===== config.mk =====
export PLATFORM = sky130hd
export DESIGN_NAME = fp_frame_packer
export DESIGN_NICKNAME = d
export VERILOG_FILES = /design/src/rtl/fp_pkg.sv /design/src/rtl/fp_rst_sync.sv /design/src/rtl/fp_slot_store.sv /design/src/rtl/fp_byte_emitter.sv /design/src/rtl/fp_frame_packer.sv
export SDC_FILE = /design/constraint.sdc
export NUM_CORES = 1
export LEC_CHECK = 0
export BUFFER_PORTS_ARGS = -buffer_cell sky130_fd_sc_hd__buf_2
export CORE_UTILIZATION = 59
export CTS_CLUSTER_DIAMETER = 120
export DETAILED_ROUTE_END_ITERATION = 10
export PLACE_DENSITY = 0.77
export RECOVER_POWER = 25
export SLEW_MARGIN = 20
export SYNTH_ARGS = -nofsm -noshare
export SYNTH_HDL_FRONTEND = slang
export SYNTH_HIERARCHICAL = 1
export SYNTH_SLANG_ARGS = --single-unit

===== constraint.sdc =====
create_clock -name clk -period 3.1 [get_ports clk]
set_input_delay 0.465 -clock clk [delete_from_list [all_inputs] [get_ports clk]]
set_output_delay 0.465 -clock clk [all_outputs]
set_load 0.02 [all_outputs]

===== src/rtl/fp_pkg.sv =====
package fp_pkg;
  localparam int SLOT_N   = 7;
  localparam int WORD_W   = 32;
  localparam int TAG_W    = 4;
  localparam int BYTE_W   = 8;
  localparam int WORD_N   = SLOT_N + 1;
  localparam int IDX_W    = $clog2(WORD_N);
  localparam int LANE_N   = WORD_W / BYTE_W;
  localparam int LANE_W   = $clog2(LANE_N);
  localparam logic [WORD_W-1:0] IDLE_WORD = 32'h5555_6666;
  localparam logic [TAG_W-1:0]  HDR_MARK  = 4'hE;
  localparam logic [TAG_W-1:0]  EMPTY_TAG = 4'hF;

  typedef enum logic [1:0] {
    EM_GAP   = 2'd0,
    EM_IDLE  = 2'd1,
    EM_FRAME = 2'd2
  } emit_state_e;
endpackage


===== src/rtl/fp_rst_sync.sv =====
module fp_rst_sync (
  input  logic clk,
  input  logic rst_n,
  output logic rst_o
);
  logic s1_q, s2_q;

  always_ff @(posedge clk or negedge rst_n) begin
    if (!rst_n) begin
      s1_q <= 1'b0;
      s2_q <= 1'b0;
    end else begin
      s1_q <= 1'b1;
      s2_q <= s1_q;
    end
  end

  assign rst_o = s2_q;
endmodule


===== src/rtl/fp_slot_store.sv =====
module fp_slot_store
  import fp_pkg::*;
#(
  parameter int QUIET_LIMIT = 16
) (
  input  logic              clk,
  input  logic              rst_ni,
  input  logic              in_valid,
  input  logic [WORD_W-1:0] in_data,
  input  logic [TAG_W-1:0]  in_tag,
  output logic              in_ready,
  input  logic              frame_done,
  input  logic [IDX_W-1:0]  rd_idx,
  output logic [WORD_W-1:0] rd_word,
  output logic              sealed_o,
  output logic [IDX_W-1:0]  fill_o
);
  localparam int QW = $clog2(QUIET_LIMIT + 1);

  logic [WORD_W-1:0] data_q [SLOT_N];
  logic [TAG_W-1:0]  tag_q  [SLOT_N];
  logic [IDX_W-1:0]  fill_q, fill_d;
  logic              sealed_q, sealed_d;
  logic [QW-1:0]     quiet_q, quiet_d;
  logic              accept;
  logic [WORD_W-1:0] hdr;
  logic [WORD_W-1:0] words [WORD_N];

  assign accept   = in_valid && !sealed_q;
  assign in_ready = !sealed_q;
  assign sealed_o = sealed_q;
  assign fill_o   = fill_q;

  // next-state for fill level, seal flag and quiet timer
  always_comb begin
    fill_d   = fill_q;
    sealed_d = sealed_q;
    quiet_d  = quiet_q;
    if (frame_done) begin
      fill_d   = '0;
      sealed_d = 1'b0;
      quiet_d  = '0;
    end else if (accept) begin
      fill_d  = fill_q + 1'b1;
      quiet_d = '0;
      if (fill_q == IDX_W'(SLOT_N - 1)) sealed_d = 1'b1;
    end else if (fill_q != '0 && !sealed_q) begin
      if (quiet_q == QW'(QUIET_LIMIT - 1)) begin
        sealed_d = 1'b1;
        quiet_d  = '0;
      end else begin
        quiet_d = quiet_q + 1'b1;
      end
    end
  end

  always_ff @(posedge clk or negedge rst_ni) begin
    if (!rst_ni) begin
      fill_q   <= '0;
      sealed_q <= 1'b0;
      quiet_q  <= '0;
    end else begin
      fill_q   <= fill_d;
      sealed_q <= sealed_d;
      quiet_q  <= quiet_d;
    end
  end

  // per-slot storage, padding applied on the read side
  for (genvar i = 0; i < SLOT_N; i++) begin : g_slot
    logic wr_en;
    logic used;
    assign wr_en = accept && (fill_q == IDX_W'(i));
    assign used  = fill_q > IDX_W'(i);

    always_ff @(posedge clk) begin
      if (wr_en) begin
        data_q[i] <= in_data;
        tag_q[i]  <= in_tag;
      end
    end

    assign hdr[TAG_W*i +: TAG_W] = used ? tag_q[i] : EMPTY_TAG;
    assign words[i+1]            = used ? data_q[i] : '1;
  end

  assign hdr[WORD_W-1 -: TAG_W] = HDR_MARK;
  assign words[0] = hdr;
  assign rd_word  = words[rd_idx];
endmodule


===== src/rtl/fp_byte_emitter.sv =====
module fp_byte_emitter
  import fp_pkg::*;
(
  input  logic              clk,
  input  logic              rst_ni,
  input  logic              sealed,
  input  logic              out_ready,
  output logic              out_valid,
  output logic [BYTE_W-1:0] out_byte,
  output logic [IDX_W-1:0]  rd_idx,
  input  logic [WORD_W-1:0] rd_word,
  output logic              frame_done,
  output emit_state_e       state_o,
  output logic [LANE_W-1:0] lane_o
);
  emit_state_e       state_q, state_d;
  logic [IDX_W-1:0]  word_q, word_d;
  logic [LANE_W-1:0] lane_q, lane_d;
  logic              fire;
  logic              last_lane;
  logic [WORD_W-1:0] cur_word;
  logic [BYTE_W-1:0] lanes [LANE_N];

  assign out_valid = (state_q != EM_GAP);
  assign fire      = out_valid && out_ready;
  assign last_lane = (lane_q == LANE_W'(LANE_N - 1));
  assign cur_word  = (state_q == EM_FRAME) ? rd_word : IDLE_WORD;
  assign rd_idx    = word_q;
  assign state_o   = state_q;
  assign lane_o    = lane_q;

  for (genvar b = 0; b < LANE_N; b++) begin : g_lane
    assign lanes[b] = cur_word[BYTE_W*b +: BYTE_W];
  end
  assign out_byte = lanes[lane_q];

  assign frame_done = fire && (state_q == EM_FRAME) && last_lane &&
                      (word_q == IDX_W'(WORD_N - 1));

  always_comb begin
    state_d = state_q;
    word_d  = word_q;
    lane_d  = lane_q;
    unique case (state_q)
      EM_GAP: begin
        if (sealed)         state_d = EM_FRAME;
        else if (out_ready) state_d = EM_IDLE;
      end
      EM_IDLE: begin
        if (fire) begin
          lane_d = lane_q + 1'b1;
          if (last_lane) state_d = EM_GAP;
        end
      end
      EM_FRAME: begin
        if (fire) begin
          lane_d = lane_q + 1'b1;
          if (last_lane) begin
            word_d = word_q + 1'b1;
            if (word_q == IDX_W'(WORD_N - 1)) state_d = EM_GAP;
          end
        end
      end
      default: state_d = EM_GAP;
    endcase
  end

  always_ff @(posedge clk or negedge rst_ni) begin
    if (!rst_ni) begin
      state_q <= EM_GAP;
      word_q  <= '0;
      lane_q  <= '0;
    end else begin
      state_q <= state_d;
      word_q  <= word_d;
      lane_q  <= lane_d;
    end
  end
endmodule


===== src/rtl/fp_frame_packer.sv =====
module fp_frame_packer
  import fp_pkg::*;
#(
  parameter int QUIET_LIMIT = 16
) (
  input  logic        clk,
  input  logic        rst_n,
  input  logic        in_valid,
  output logic        in_ready,
  input  logic [31:0] in_data,
  input  logic [3:0]  in_tag,
  output logic        out_valid,
  input  logic        out_ready,
  output logic [7:0]  out_byte
);
  logic              rst_i;
  logic              sealed;
  logic              frame_done;
  logic [IDX_W-1:0]  rd_idx;
  logic [IDX_W-1:0]  fill;
  logic [WORD_W-1:0] rd_word;
  emit_state_e       emit_state;
  logic [LANE_W-1:0] lane;

  fp_rst_sync u_rst (
    .clk   (clk),
    .rst_n (rst_n),
    .rst_o (rst_i)
  );

  fp_slot_store #(.QUIET_LIMIT(QUIET_LIMIT)) u_store (
    .clk        (clk),
    .rst_ni     (rst_i),
    .in_valid   (in_valid),
    .in_data    (in_data),
    .in_tag     (in_tag),
    .in_ready   (in_ready),
    .frame_done (frame_done),
    .rd_idx     (rd_idx),
    .rd_word    (rd_word),
    .sealed_o   (sealed),
    .fill_o     (fill)
  );

  fp_byte_emitter u_emit (
    .clk        (clk),
    .rst_ni     (rst_i),
    .sealed     (sealed),
    .out_ready  (out_ready),
    .out_valid  (out_valid),
    .out_byte   (out_byte),
    .rd_idx     (rd_idx),
    .rd_word    (rd_word),
    .frame_done (frame_done),
    .state_o    (emit_state),
    .lane_o     (lane)
  );
endmodule


==> out/metrics.yaml, run 1 <==
gp_congestion: 0.835
pre_cts_ws_ns: -0.0302
routed_wl_um: 29000
regToRegSetupSlack_ns: 0.65
crit_fanout: 7
ir_worst_vdd_mv: 0.730
cts_max_path_buffers: 3
clock.fmax_mhz: 282
r2r_end: "u_store/quiet_q[3]"
rsz0062_at_grt: "yes"
reg2reg_depth: 8
area_delta_synth_final_pct: 19.3
grt_max_degree: 38
antenna_cells: 0
tightest_slew_ns: 0.709
start_kind: "flop"
critPathBufInv: 3
core_sq_um: 18100
yosysSeqAreaShare_pct: 73.1
hp-start: "in_data[6]"
ys_async_sr_fraction_pct: 6.67
fin_crit_ns: 3.55
layout.nets: 809
r2r_start: "u_emit/lane_o[1]"
port_buffers: 49
synth_area_sq_um: 11000
grt_pass1_vias: 7263
synthFlopType: "edfxtp_1"
cpPeakStageDelay_ns: 0.52
slew_headroom_pct: 52.7
design_area_sq_um: 13100
dieHeight_um: 138
hold_end: "u_store/data_q[1][6]"
yosys.cell_types.count: 55
worstPathCellList: "inv_2, ha_4, or3_4, buf_12, o221ai_4, a32oi_2, mux4_2, and2_4, buf_6"
grt_antenna_before_repair: 0
worst_clock_skew_ns: 0.0146
final_max_slew_viol_count: 0
synth_edf_count: 252
violations: "DRC, setup timing"
drive_gt1_share_pct: 27.3
min_path_type: "primary input to flop"
fin_crit_sh_pct: 114
cts_max_level: 1
vias: 7113
maxCapViolations: 0
rows: 49
grt_overflow_total: 0
setup_tns_ns: -3.34
p_leak_nw: 4.28
drt_pass1_iterations: 8
die_w_um: 138
vias_per_cell: 7.09
hold_viol: 0
nFillCells: 1043
setup_violations: 8
drc: 4
grt_first_pass_wirelength_um: 43000
syn_inst: 668
status: "finished, violations left"
crit_arrival_ns: 3.08
wl_per_cell_um: 28.9
place_area_sq_um: 11700
crit_family: "simple AND/OR/NAND/NOR gates"
dieArea_sq_um: 19100
ios: 50
ys_ff_latch: 270
drt-initial-drc-count: 782
syn_area_per_cell_sq_um: 16.4
worst_path_max_delay_cell: "mux4_2"
hpwl_um: 16000
syn_nets: 720
ys_warn_count: 6
worstSkewPairLatency_ns: 0.55
track_usage_pct: 30.2
worstHoldPathCells: 1
clk_pin_slew_worst_paths_ns: 0.06
p_per_area_nw_per_um2: 977
start_util_pct: 60.6
cts_made_buffers: 27
cp.required_ns: 2.63
antenna_left: 0
cts-root-buf: "clkbuf_16"
cts_tree: "built"
finalWorstSetupSlack_ns: -0.449
clock_sinks: 270
critPathKind: "flop to output port"
endpoint_kind: "output port"
## through the flow
stage                     hold WS [ns]  utilization [%]  power (mW)  cells
after floorplan                  0.169                -        7.15    668
after detailed placement         0.252             64.8        8.83    942
final                            0.206             72.3        12.8   1003
after CTS                        0.167             71.8        12.5    999
after global routing             0.198             72.3        13.2   1003
after global placement           0.250             64.8        8.70    942
## placed cells by master (no fill, tap or decap), types with 10 or more instances in the layout
master     Yosys  final
a21oi_1       20     18
nor2_1        23     20
o221ai_1      84     66
clkbuf_1      30     27
dfrtp_1       18     14
clkbuf_16      0     28
o221a_2       12     12
inv_1         18     17
o221ai_2       1     15
mux2i_1       12     12
nand2_1       14     12
a31oi_1       15     15
a32oi_1       27     19
buf_4          3     51
buf_2         13     19
edfxtp_1     252    252
ha_1          12     10
nand3b_1      12     12
## how the worst max path moves through the flow
| stage | from | to | cells past startpoint |
|---|---|---|---|
| CTS | u_store/fill_o[1] | out_byte[7] | 9 |
| detailed placement | u_store/fill_o[1] | out_byte[7] | 9 |
| floorplan | u_store/fill_o[0] | u_store/data_q[0][0] | 6 |
| global route | u_store/fill_o[1] | out_byte[0] | 11 |
| global placement | u_store/fill_o[2] | out_byte[7] | 8 |
| finish | u_store/fill_o[1] | out_byte[7] | 9 |
## per-layer routing
layer  track usage [%]  vias up  part of all wire [%]
met5                 0        -                     0
met3              6.82       83                    10
met4              12.4        0                   3.8
li1                  -     2986                     -
met1              40.2     3562                    37
met2              48.8      482                    49
## Yosys cell counts, drive strengths merged, types with 4 or more instances
library cell	n	area [sq um]
a32oi	27	236
clkbuf	30	113
mux2i	12	120
inv	19	71.3
nand2	14	52.6
edfxtp	252	7570
a21oi	21	109
or3	6	37.5
o32a	5	50.1
o21ai	10	53.8
buf	22	155
nand3b	12	90.1
dfrtp	18	450
o22ai	5	31.3
mux2	8	90.1
ha	12	150
mux4	4	101
o221ai	85	751
a31oi	15	93.8
o221a	17	191
nand3	4	20.0
nand2b	8	57.6
nor2	24	97.6
## registers in the layout, summed over array words and instances, names as in the netlist
signal,flops
u_store/data_q,224
u_store/tag_q,28
u_store/quiet_q,5
u_emit/rd_idx,3
u_store/fill_o,3
u_emit/lane_o,2
u_emit/state_o,2
u_rst/rst_o,1
u_rst/s1_q,1
u_store/sealed_o,1
## area by class of cell
cell class	count	area, sq um	area share, %
multi-input combinational	326	2950	22.6
inverter	20	75.1	0.574
clock buffer	31	691	5.28
timing repair buffer	112	922	7.05
sequential	270	8020	61.3
clock inverter	15	133	1.01
tap	229	287	2.19
## timing repair
item                                    4_1_cts  5_1_grt
setup buffers                                 9        3
cloned                                        3        1
gates resized for setup                      66       12
hold endpoints to repair                      2        0
hold buffers                                  1        0
endpoints found under the setup margin        8        8
pin swaps                                    21       10
## cells by family after synthesis
logic type / synth area share, %
AO/OA/AOI/OAI: 14.8
XOR/XNOR: 0.160
adder cells (fa/ha/maj): 1.37
buffers and inverters: 3.13
flip-flops: 73.1
multiplexers: 2.84
other: 0.0342
AND/OR/NAND/NOR: 4.58
## report_power, final
group	switching, mW	leakage, nW	internal, mW
clock	1.31	0.408	1.76
combinational	3.06	1.39	2.30
sequential	0.221	2.48	4.13
total	4.60	4.28	8.18
No activity file was read; power rests on OpenSTA's default activity.
==> run 2, diff against run 1 <==
Settings changed: CORE_UTILIZATION 59 to 55, PLACE_DENSITY 0.77 to 0.75, SYNTH_HIERARCHICAL 1 to not set.
Clock period 3.1 ns to 3 ns, I/O delays scaled along.
==> run 2 against run 1 <==
  * The run ends with setup timing left
  * Die area is 8.9% higher
  * Utilization is 2.0 points lower
  * Synthesized cell count is 6.7% higher
  * Final area is 5.7% higher
  * Worst setup slack better by 0.21 ns
  * Clock power is 6.5% higher
  * Largest cell class unchanged
  * Largest power group unchanged
  * Highest routed layer unchanged
==> out/metrics.yaml, run 2 <==
layout_commonest_cell: "edfxtp_1"
cts_tree: "built"
final_cell_mix: "edfxtp_1, buf_4, o221ai_1, clkbuf_16, clkbuf_1"
synth-compound-area-share_pct: 13.9
multi_input_area_sq_um: 3200
regArea_sq_um: 8030
worstSkewPairLatency_ns: 0.56
gp_congestion: 0.993
tightest_slew_ns: 0.678
drive_gt1_share_pct: 30.0
drt_pass1_iterations: 6
cts-root-buf: "clkbuf_16"
clk_pin_slew_worst_paths_ns: 0.07
layout.nets: 891
synthMuxAreaShare_pct: 2.12
post-route-util_pct: 70.4
synth_most_common_cell: "edfxtp_1"
antenna_cells: 0
ys_async_sr_fraction_pct: 6.67
pre_cts_ws_ns: 0.225
final_max_slew_viol_count: 0
ys_ff_latch: 270
yosysSeqAreaShare_pct: 71.9
cts_max_level: 1
vias_per_cell: 7.03
setup_violations: 8
grt_overflow_total: 0
synth_area_sq_um: 11100
synth_area_leader_cell: "edfxtp_1"
cp.required_ns: 2.55
die_w_um: 144
antenna_left: 0
endpoint_kind: "output port"
finalWorstSetupSlack_ns: -0.241
dieHeight_um: 144
violations: "setup timing"
start_kind: "flop"
maxCapViolations: 0
area_delta_synth_final_pct: 24.0
syn_nets: 765
dp_cells: 1028
port_buffers: 49
grt_antenna_before_repair: 0
routed_wl_um: 33300
yosys.cell_types.count: 78
p_per_area_nw_per_um2: 1020
synth_edf_count: 252
synth_fa_ha_area_share_pct: 1.35
cts_max_path_buffers: 3
rows: 51
synth_top_family_by_area: "compound AO/OA/AOI/OAI gates"
dieArea_sq_um: 20800
worst_hold_slack_ns: 0.192
crit_arrival_ns: 2.79
fin_crit_sh_pct: 108
rsz0062_at_grt: "yes"
wl_per_cell_um: 29.6
largest_register_ffs: 224
start_util_pct: 56.7
min_path_type: "primary input to flop"
clock.fmax_mhz: 309
grt_first_pass_wirelength_um: 47800
ys_warn_count: 0
critPathKind: "flop to output port"
synth_common_cells: "edfxtp_1, o221ai_1, buf_2"
worst_clock_skew_ns: 0.0128
crit_fanout: 17
vias: 7898
ios: 50
clock_sinks: 270
synth.area.top_cells: "edfxtp_1, o221ai_1, dfrtp_1"
slew_headroom_pct: 54.8
hold_viol: 0
fin_cells: 1124
cts_made_buffers: 27
synthSimpleGateAreaFrac_pct: 7.01
syn_area_per_cell_sq_um: 15.6
syn_inst: 713
synth-xor-area-share_pct: 0.471
drc: 0
synthFlopType: "edfxtp_1"
status: "finished, violations left"
drt-initial-drc-count: 1207
nFillCells: 1245
ir_worst_vdd_mv: 0.752
finalPower_mw: 14.1
p_leak_nw: 4.68
fin_crit_ns: 3.24
grt_max_degree: 41
top_regs: "u_store.data_q: 224 flops, u_store.tag_q: 28 flops, u_store.quiet_q: 5 flops"
regMostFlops: "u_store.data_q"
grt_pass1_vias: 7573
synth_top_area_share_pct: 67.9
track_usage_pct: 32.3
hpwl_um: 19000
core_sq_um: 19700
[run 2: stage by stage]
stage	setup TNS, ns	area [sq um]
after global placement	0	12000
after global routing	-1.65	13800
after CTS	-0.371	13700
after floorplan	0	11200
final	-1.47	13800
after detailed placement	0	12000
[run 2: power by group]
part           internal [mW]  total (mW)  switching [mW]
registers               4.34        4.60           0.263
logic                   2.63        6.25            3.62
clock network           1.83        3.27            1.44
total                   8.79        14.1            5.32
[run 2: cell families (layout without fill, tap and decap cells)]
kind of cell / after synthesis / in the layout
compound gates: 195 / 195
xor+xnor: 6 / 6
fa+ha+maj: 12 / 12
buf+inv: 66 / 211
flops: 270 / 270
mux: 23 / 23
other cells: 1 / 1
simple gates: 140 / 141
[run 2: routing by layer]
metal / wire, um / GRT usage, % / vias up
met5: 0 / 0 / -
met4: 2010 / 15.5 / 0
met3: 4220 / 8.21 / 161
met2: 15100 / 49.4 / 710
met1: 11900 / 43.3 / 3829
li1: - / - / 3198
[run 2: timing repair]
item	4_1_cts	5_1_grt
endpoints found under the hold margin	2	0
hold buffers	1	0
pin swaps	22	27
setup buffers	35	6
cloned	4	1
resized for setup	90	25
endpoints found under the setup margin	8	8
[run 2: path summary, 6_finish.rpt]
kind | from | endpoint | slack, ns | depth (start not counted)
worst max-delay path | u_emit.rd_idx[0] | out_byte[0] | -0.24 | 9
worst min-delay path | in_data[11] | u_store.data_q[3][11] | 0.19 | 1
worst max register to register | u_store.fill_o[1] | u_store.data_q[4][12] | 0.89 | 5
worst min register to register | u_rst.rst_o | u_emit.rd_idx[2] | 0.27 | 0
max in group asynchronous | u_rst.rst_o | u_emit.rd_idx[1] | 2.22 | 0
min in group asynchronous | rst_n | u_rst.s1_q | 0.21 | 2
[run 2: cell type report]
cell class                 count  area share (%)
clock buffer                  28            4.91
tap                          265            2.40
timing repair buffer         150            9.88
inverter                      12           0.362
clock inverter                21            1.25
multi-input combinational    378            23.2
sequential                   270            58.0
[run 2: worst max-delay path, cell delays in order, from the launching register on]
cell and delay [ns]:
dfrtp_2 0.49, buf_4 0.17, buf_4 0.13, or2b_4 0.34, buf_12 0.19, o221ai_2 0.19
o211ai_1 0.19, o22ai_1 0.21, a32oi_2 0.11, buf_4 0.19
==> run 3, diff against run 2 <==
Settings changed: CORE_UTILIZATION 55 to 50, HOLD_SLACK_MARGIN set to 0.05.
==> run 3 against run 2 <==
  * First-iteration DRC count down 21%
  * Critical path depth stayed put
  * The flow still finishes with violations (setup timing)
  * Worst hold slack better by 0.025 ns
  * Clock skew about the same
  * Via count down 3.2%
  * Count of clock-buffer cells in the layout is 2 higher
  * Sequential power shrank 1%
  * Highest routed layer unchanged
  * Clock power hardly changed
  * Wire length shrank 3.4%
  * Maximum frequency up 2.8%
==> out/metrics.yaml, run 3 (synthesis gave the netlist of run 2 again) <==
finalWorstSetupSlack_ns: -0.151
cts_made_buffers: 27
worstHoldPathCells: 1
hp-start: "in_data[8]"
fin_crit_sh_pct: 105
cp.required_ns: 2.55
gp_congestion: 0.911
area_delta_synth_final_pct: 23.1
drc: 0
tightest_slew_ns: 0.691
ios: 50
core_sq_um: 21800
clockPowerShare_pct: 23.5
p_leak_nw: 4.65
clock_sinks: 270
wl_per_cell_um: 28.3
fin_crit_ns: 3.15
track_usage_pct: 28.7
violations: "setup timing"
hpwl_um: 19200
largest_register_ffs: 224
grt_overflow_total: 0
clock.fmax_mhz: 317
start_kind: "flop"
drt_pass1_iterations: 5
cts_max_level: 1
hold_viol: 0
worstSkewPairLatency_ns: 0.53
worst_clock_skew_ns: 0.0129
grt_antenna_before_repair: 0
antenna_left: 0
cts-root-buf: "clkbuf_16"
pwr-share-seq_pct: 33.1
cts_max_path_buffers: 3
hold_end: "u_store.data_q[3][8]"
rows: 54
cts_tree: "built"
r2r_start: "u_store.sealed_o"
final_cell_mix: "edfxtp_1, buf_4, o221ai_1, clkbuf_16, clkbuf_1"
place_area_sq_um: 12000
setup_violations: 8
design_area_sq_um: 13700
grt_max_degree: 37
nFillCells: 1487
dieHeight_um: 151
dieArea_sq_um: 22900
layout.nets: 890
vias: 7644
p_per_area_nw_per_um2: 1000
port_buffers: 49
start_util_pct: 51.1
layout_commonest_cell: "edfxtp_1"
grt_first_pass_wirelength_um: 47200
vias_per_cell: 6.74
crit_fanout: 19
power_switching_mw: 5.03
final_max_slew_viol_count: 0
regToRegSetupSlack_ns: 0.81
critPathKind: "flop to output port"
die_w_um: 151
grt_pass1_vias: 7499
drive_gt1_share_pct: 29.3
top_regs: "u_store.data_q: 224 flops, u_store.tag_q: 28 flops, u_store.quiet_q: 5 flops"
min_path_type: "primary input to flop"
crit_arrival_ns: 2.70
antenna_cells: 0
comb_power_share_pct: 43.4
clk_pin_slew_worst_paths_ns: 0.06
worst_hold_slack_ns: 0.217
maxCapViolations: 0
p_int_mw: 8.74
power_switching_share_pct: 36.5
regMostFlops: "u_store.data_q"
endpoint_kind: "output port"
slew_headroom_pct: 53.9
rsz0062_at_grt: "yes"
routed_wl_um: 32100
status: "finished, violations left"
ir_worst_vdd_mv: 0.569
drt-initial-drc-count: 948
reg2reg_depth: 4
r2r_end: "u_store.data_q[2][26]"
[run 3: cell count changes in the layout (fill, tap and decap cells not counted), sizes merged]
cell      delta
buf          +1
clkbuf       -1
clkinv       -6
bufinv       +1
inv          -2
bufbuf       +1
clkinvlp     +1
[run 3: how the worst max path moves through the flow]
stage | startpoint | end | slack (ns) | depth (start not counted)
after floorplan | in_valid | u_store.data_q[5][0] | 0.08 | 4
after global placement | u_emit.rd_idx[0] | out_byte[7] | 0.19 | 7
after detailed placement | u_emit.rd_idx[0] | out_byte[7] | 0.16 | 7
after CTS | u_store.fill_o[1] | out_byte[7] | -0.21 | 8
after global routing | u_store.fill_o[1] | out_byte[7] | -0.21 | 10
final | u_emit.rd_idx[0] | out_byte[3] | -0.15 | 9
[run 3: power by group through the flow]
stage / combinational, mW / sequential (mW) / clock (mW)
after floorplan: 2.93 / 4.49 / 0
after global placement: 4.47 / 4.61 / 0
after CTS: 5.35 / 4.54 / 3.25
after global routing: 6.22 / 4.57 / 3.42
after detailed placement: 4.54 / 4.62 / 0
final: 5.98 / 4.55 / 3.24
[run 3: routing by layer]
metal | global-route usage [%] | up-vias | share of wire [%]
met5 | 0 | - | 0
met4 | 13.5 | 0 | 4.5
met3 | 5.51 | 99 | 10
met2 | 46.3 | 537 | 48
met1 | 37.6 | 3823 | 38
li1 | - | 3185 | -
[run 3: area by class of cell]
cell class / instances / area [sq um] / share of cell area (%)
clock buffers: 30 / 687 / 5.01
flip-flops and latches: 270 / 8030 / 58.5
inverters: 12 / 47.5 / 0.346
multi-input cells: 378 / 3150 / 22.9
well taps: 280 / 350 / 2.55
repair buffers: 149 / 1310 / 9.54
clock inverters: 15 / 154 / 1.12
[run 3: through the flow]
step | std cells | setup WS [ns] | TNS (ns) | utilization (%) | power (mW)
2_1_floorplan | 713 | 0.0801 | 0 | - | 7.42
3_3_place_gp | 1045 | 0.194 | 0 | 55.0 | 9.08
3_5_place_dp | 1045 | 0.158 | 0 | 55.0 | 9.16
4_1_cts | 1119 | -0.211 | -1.04 | 61.6 | 13.1
5_1_grt | 1134 | -0.210 | -1.42 | 62.9 | 14.2
6_report | 1134 | -0.151 | -0.928 | 62.9 | 13.8
[run 3: repair_timing]
| item | CTS | global route |
|---|---|---|
| pin swaps | 18 | 28 |
| hold endpoints to repair | 2 | 0 |
| gates cloned | 4 | 0 |
| endpoints found under the setup margin | 8 | 8 |
| resized for setup | 62 | 43 |
| hold buffers | 1 | 0 |
| setup buffers | 24 | 18 |
[run 3: worst max-delay path, stage by stage, from the launching register on]
cell      delay, ns
dfrtp_4        0.54
buf_12         0.17
or2b_1         0.26
buf_6          0.19
o221ai_1       0.18
a21oi_1        0.11
nor4_2         0.30
buf_4          0.17
a31oi_2        0.05
buf_4          0.18
